$ cat src/rtl/vmem_eew_decode.sv
module vmem_eew_decode #(
  parameter int REG_W = 5
) (
  input  logic                   clk,
  input  logic                   rst_n,
  input  logic                   in_valid,
  input  logic [1:0]             width_code,
  input  logic                   is_indexed,
  input  logic [REG_W-1:0]       data_reg,
  input  logic [REG_W-1:0]       idx_reg,
  input  logic [1:0]             sew_code,
  input  logic signed [2:0]      lmul_log2,
  output logic                   out_valid,
  output logic [1:0]             data_eew,
  output logic signed [2:0]      data_emul,
  output logic [1:0]             idx_eew,
  output logic signed [2:0]      idx_emul,
  output logic                   illegal
);

  function automatic logic in_range(input logic signed [4:0] e);
    return (e >= -5'sd3) && (e <= 5'sd3);
  endfunction

  function automatic logic aligned(input logic [REG_W-1:0] r, input logic signed [4:0] e);
    case (e)
      5'sd1:   return r[0] == 1'b0;
      5'sd2:   return r[1:0] == 2'b00;
      5'sd3:   return r[2:0] == 3'b000;
      default: return 1'b1;
    endcase
  endfunction

  logic [1:0]        d_eew_c, i_eew_c;
  logic signed [4:0] lmul_x, d_emul_x, i_emul_x;
  logic              lmul_rsvd, d_bad, i_bad, bad;

  assign d_eew_c   = (is_indexed || width_code == 2'b11) ? sew_code : width_code;
  assign i_eew_c   = is_indexed ? width_code : 2'b00;
  assign lmul_x    = {{2{lmul_log2[2]}}, lmul_log2};
  assign d_emul_x  = $signed({3'b000, d_eew_c}) - $signed({3'b000, sew_code}) + lmul_x;
  assign i_emul_x  = is_indexed ? ($signed({3'b000, i_eew_c}) - $signed({3'b000, sew_code}) + lmul_x) : 5'sd0;
  assign lmul_rsvd = (lmul_log2 == -3'sd4);
  assign d_bad     = !in_range(d_emul_x) || !aligned(data_reg, d_emul_x);
  assign i_bad     = is_indexed && (!in_range(i_emul_x) || !aligned(idx_reg, i_emul_x));
  assign bad       = lmul_rsvd || d_bad || i_bad;

  always_ff @(posedge clk) begin
    if (!rst_n) begin
      out_valid <= 1'b0;
      data_eew  <= 2'b00;
      data_emul <= 3'sd0;
      idx_eew   <= 2'b00;
      idx_emul  <= 3'sd0;
      illegal   <= 1'b0;
    end else begin
      out_valid <= in_valid;
      if (in_valid) begin
        data_eew  <= d_eew_c;
        data_emul <= d_emul_x[2:0];
        idx_eew   <= i_eew_c;
        idx_emul  <= i_emul_x[2:0];
        illegal   <= bad;
      end
    end
  end


  valid_follow_chk: assert property (@(posedge clk) disable iff (!rst_n)
    in_valid |=> out_valid);

  valid_source_chk: assert property (@(posedge clk) disable iff (!rst_n)
    !in_valid |=> !out_valid);

  ratio_keep_chk: assert property (@(posedge clk) disable iff (!rst_n)
    (in_valid && !bad && !is_indexed) |=>
      (int'(data_eew) - int'(data_emul) == int'($past(sew_code)) - int'($past(lmul_log2))));

  emul_range_chk: assert property (@(posedge clk) disable iff (!rst_n)
    (out_valid && !illegal) |-> (data_emul != -3'sd4));

  idx_data_keep_chk: assert property (@(posedge clk) disable iff (!rst_n)
    (in_valid && is_indexed) |=> (data_eew == $past(sew_code) && data_emul == $past(lmul_log2)));

  data_align_chk: assert property (@(posedge clk) disable iff (!rst_n)
    (in_valid && !bad && d_emul_x > 5'sd0) |-> (data_reg[0] == 1'b0));

  hold_chk: assert property (@(posedge clk) disable iff (!rst_n)
    !in_valid |=> ($stable(data_eew) && $stable(data_emul) && $stable(idx_eew) &&
                   $stable(idx_emul) && $stable(illegal)));

endmodule

$ cat config.mk
export PLATFORM = sky130hd
export DESIGN_NAME = vmem_eew_decode
export DESIGN_NICKNAME = d
export VERILOG_FILES = /design/src/rtl/vmem_eew_decode.sv
export SDC_FILE = /design/constraint.sdc
export NUM_CORES = 1
export LEC_CHECK = 0
export ABC_AREA = 1
export BUFFER_PORTS_ARGS = -buffer_cell sky130_fd_sc_hd__clkbuf_2
export CAP_MARGIN = 20
export CORE_MARGIN = 2
export CORE_UTILIZATION = 40
export DETAILED_ROUTE_END_ITERATION = 8
export PLACE_DENSITY = 0.72
export SKIP_CTS_REPAIR_TIMING = 1
export SLEW_MARGIN = 20
export SYNTH_ARGS = -nofsm -noshare
export SYNTH_HDL_FRONTEND = slang
export SYNTH_SLANG_ARGS = --single-unit
export TNS_END_PERCENT = 30
$ cat constraint.sdc
create_clock -name clk -period 2.75 [get_ports clk]
set_input_delay 0.1375 -clock clk [delete_from_list [all_inputs] [get_ports clk]]
set_output_delay 0.1375 -clock clk [all_outputs]
set_load 0.01 [all_outputs]
## Word-level counts from Yosys, hierarchy flattened

Cells that the tools add are included.

- Flip-flop bits (word level): 12
- Latch bits: 0
- RAM bits: 0
- Memory bits (read-only): 0
- Bits of input ports: 21
- Output and inout bits: 12
- Logic and storage cells: 45
- Memories: 0

- Add/sub/neg operators: 4
- Multipliers: 0
- Divide/modulo/power cells: 0
- $lt $le $gt $ge: 4
- Equality and inequality tests: 8
- Shift operators: 0
- Mux-type cells: 5
- Bitwise operators: 2
- Reductions and logical operators: 16

Operator list:

| operator | number |
|---|---|
| $eq 5x2->1 const B | 4 |
| $eq 5x1->1 const B | 2 |
| $add 3x3->4 | 2 |
| $logic_not 3->1 | 2 |
| $pmux 1 s3 | 2 |
| $sub 2x2->3 | 2 |
| $ge 5x3->1 const B | 1 |
| $le 5x3->1 const B | 1 |
| $logic_or 1x1->1 | 5 |
| $mux 5 | 1 |
| $ge 4x3->1 const B | 1 |
| $le 4x3->1 const B | 1 |
| $logic_not 1->1 | 4 |
| $logic_not 2->1 | 2 |
| $mux 2 | 2 |
| $eq 3x3->1 const B | 1 |
| $logic_and 1x1->1 | 3 |
| $eq 2x2->1 const B | 1 |
| $not 1->1 | 2 |

## Depth between registers and ports, before layout

- Depth in word-level cells: 11
- Depth in mapped cells: 16
- Depth with buffers taken out: 15

## Worst setup path before layout

No wires, ideal clock.

- Path kind: in2reg
- Start: input port is_indexed
- End: register illegal
- Setup time: 0.117 ns
- Data arrival time: 2.025 ns
- Required time: 2.633 ns
- Setup slack: 0.608 ns
- Cell stages on the path: 13
- Path buffers: 1
- Path through: buf_6 nor2_1 o22ai_1 ha_1 fa_1 fa_1 nand2_1 nand2_1 nand3_1 nand2_1 nand3_1 nor2_1 nor2_1

- Longest elaborated chain between the ends: 10
- Elaborated cells between the ends (all ways): 31
- Classes of those cells: add/sub: 4; order compare: 4; eq/ne: 6; mux: 5; reduce/logical: 12

Ends and longest elaborated chain:

| item | line | RTL |
|---|---|---|
| start: declaration | 8 | `input logic is_indexed,` |
| $mux 2 / $logic_or 1x1->1 (equally long branches) | 39, 38 |  |
| $sub 2x2->3 / $mux 2 (equally long branches) | 42, 38 |  |
| $add 3x3->4 / $sub 2x2->3 (equally long branches) | 42, 41 |  |
| $mux 5 / $add 3x3->4 (equally long branches) | 42, 41 |  |
| $ge 5x3->1 (tied with other cells) | 22 | `return (e >= -5'sd3) && (e <= 5'sd3);` |
| $logic_and 1x1->1 / $pmux 1 s3 (equally long branches) | 22, 26 |  |
| $logic_not 1->1, on equally long branches | 45, 44 |  |
| $logic_or 1x1->1, on equally long branches | 45, 44 |  |
| $logic_and 1x1->1 / $logic_or 1x1->1 (equally long branches) | 45, 46 |  |
| $logic_or 1x1->1 (*) | 46 | `assign bad = lmul_rsvd \|\| d_bad \|\| i_bad;` |
| end signal: assignment | 55 | `illegal <= 1'b0;` |
| end signal: assignment | 63 | `illegal <= bad;` |
| end: declaration | 18 | `output logic illegal` |

Mark *: on every way between the ends. The rest lies on a longest branch, timed or not.
A chain may end at the register's enable or synchronous reset.

## Worst setup path in the final report

Same ends and word-level chain as after synthesis.

==> results_dict.tcl <==
set metrics [dict create \
    status "finished clean" \
    critPathArrivalTime_ns 2.31 \
    p_leak_nw 0.602 \
    startpoint "is_indexed" \
    reg2regPathDepth 2 \
    endpoint_kind "register" \
    grt_use_total 0.171 \
    drv_slew 0 \
    wirelength_mm 1.83 \
    cts_buffers 3 \
    portBuffers 28 \
    swShare 0.351 \
    syn-instance-count 126 \
    setup_viol 0 \
    gr-total-overflow 0 \
    combPwrFrac 0.383 \
    ys_ff_latch 12 \
    clk_pin_slew_worst_paths_ns 0.06 \
    drcViolationCount 0 \
    hold_class "primary input to register" \
    period_share 0.777 \
    rsz0062_at_grt "no" \
    cts_tree "built" \
    vdd_drop_max_mv 0.225 \
    p_clk_frac 0.213 \
    ys_types 14 \
    avgRoutedWirePerCell_um 10.2 \
    cp-start-kind "primary input" \
    initial_core_util 0.430 \
    drive_gt1_frac 0.209 \
    dr.pass1.iters 4 \
    htree_levels 1 \
    hold_path_depth 3 \
    path_max_fanout 12 \
    max_freq_mhz 468 \
    ant_nets 0 \
    max-slew-margin-rel 0.779 \
    diodes 0 \
    r2r_slack_ns 2.13 \
    grt_max_degree 13 \
    die_y_um 50.4 \
    yosys_warnings 0 \
    intPower_mw 0.313 \
    cts_sinks 12 \
    max_cap_violations 0 \
    hold_viol 0 \
    vias 855 \
    grt_pass1_wl_mm 3.28 \
    ys_seq_area_frac 0.279 \
    p_switching_mw 0.169 \
    area_growth_pct 20.2 \
    path_class "primary input to register" \
    core-area_um2 2000 \
    viasPerCell 4.75 \
    ios 33 \
    nets 188 \
    hold_start "width_code[1]" \
    worst_slew_pin_slew_ns 0.329 \
    layout_common_cells "nand2_1, clkbuf_2, inv_1" \
    initialDrtViolationCount 14 \
    fin_skew_ns 0 \
    clock_latency_ns 0.27 \
    final_common_cell "nand2_1" \
    hpwlAfterDp_mm 1.59 \
    final.min_clock_period_ns 2.14 \
    synth_nets 159 \
    cts-root-buf "clkbuf_4" \
    power_density_nw_per_um2 466 \
    grt_pass1_vias 794 \
    die_x_um 50.4 \
    holdWs_ns 0.171 \
    setup_tns_ns 0 \
    pwr-share-seq 0.404 \
    die_area_um2 2540 \
    postSynthAreaPerCell_um2 6.83 \
    required_ns 2.92 \
    antenna_found_initial 0 \
    synth_area_um2 861 \
    max-clock-path-buffers 2 \
    r2r_start "illegal$_SDFFE_PN0P_" \
    num_rows 16 \
    utilization 0.517 \
    place_congestion 0.799 \
    fillerInstances 220 \
]
per-stage QoR:
stage,power [mW],std cells,cell area [um2],setup WS (ns)
2_1_floorplan,0.328,126,861,0.608
3_3_place_gp,0.377,177,1010,0.348
3_5_place_dp,0.384,177,1010,0.332
4_1_cts,0.488,180,1030,0.612
5_1_grt,0.529,180,1030,0.342
6_report,0.483,180,1030,0.612
cells in the mapped netlist:
master | n | area share
inv_1 | 25 | 0.11
o22ai_1 | 1 | 0.0073
nor2_1 | 9 | 0.039
nand3_2 | 1 | 0.012
a21oi_1 | 1 | 0.0058
buf_6 | 1 | 0.013
o31ai_1 | 1 | 0.0087
clkbuf_1 | 3 | 0.013
fa_1 | 4 | 0.093
ha_1 | 8 | 0.12
nand3_1 | 16 | 0.093
nand2_1 | 31 | 0.14
o21ai_0 | 13 | 0.076
dfxtp_1 | 12 | 0.28
cells by family (layout without fill, tap and decap cells):
family	count (synthesis)	count (layout)	share of synthesized area
AOI/OAI and AO/OA	16	16	0.0974
DFF	12	12	0.279
adders and majority gates	12	12	0.209
and+or+nand+nor	57	57	0.279
buffers and inverters	29	56	0.135
power by group through the flow:
| stage | Combinational [mW] | Clock (mW) | Sequential (mW) |
|---|---|---|---|
| 6_report | 0.185 | 0.103 | 0.195 |
| 5_1_grt | 0.219 | 0.112 | 0.197 |
| 4_1_cts | 0.186 | 0.106 | 0.195 |
| 3_5_place_dp | 0.185 | 0 | 0.199 |
| 3_3_place_gp | 0.179 | 0 | 0.198 |
| 2_1_floorplan | 0.123 | 0 | 0.205 |
registers in the layout, summed over array words and instances (netlist names):
signal / flops
data_emul: 3
idx_emul: 3
data_eew: 2
idx_eew: 2
illegal: 1
out_valid: 1
cell type report:
| type | count | area [um2] | area share |
|---|---|---|---|
| multi-input combinational | 85 | 504 | 0.487 |
| sequential | 12 | 240 | 0.232 |
| timing repair buffer | 28 | 140 | 0.135 |
| inverter | 25 | 93.8 | 0.0907 |
| tap | 27 | 33.8 | 0.0326 |
| clock buffer | 3 | 22.5 | 0.0218 |
path summary, 6_finish.rpt:
kind | endpoint
setup reg to reg | illegal$_SDFFE_PN0P_
setup / recovery | illegal$_SDFFE_PN0P_
hold / removal | idx_eew[1]$_SDFFE_PN0P_
hold reg to reg | data_emul[2]$_SDFFE_PN0P_
routing by layer:
metal,share of wire,GRT usage
met5,0,0
met4,0.026,0.108
met3,0.048,0.0179
met2,0.47,0.274
met1,0.46,0.219
critical path, stage by stage:
cell	delay (ns)
clkbuf_2	0.19
nor2_1	0.07
o22ai_1	0.17
ha_1	0.20
fa_1	0.47
fa_1	0.57
nand2_1	0.08
nand2_1	0.06
nand3_1	0.07
nand2_1	0.06
nand3_1	0.06
nor2_1	0.12
nor2_1	0.05
No activity file was read; power rests on OpenSTA's default activity.
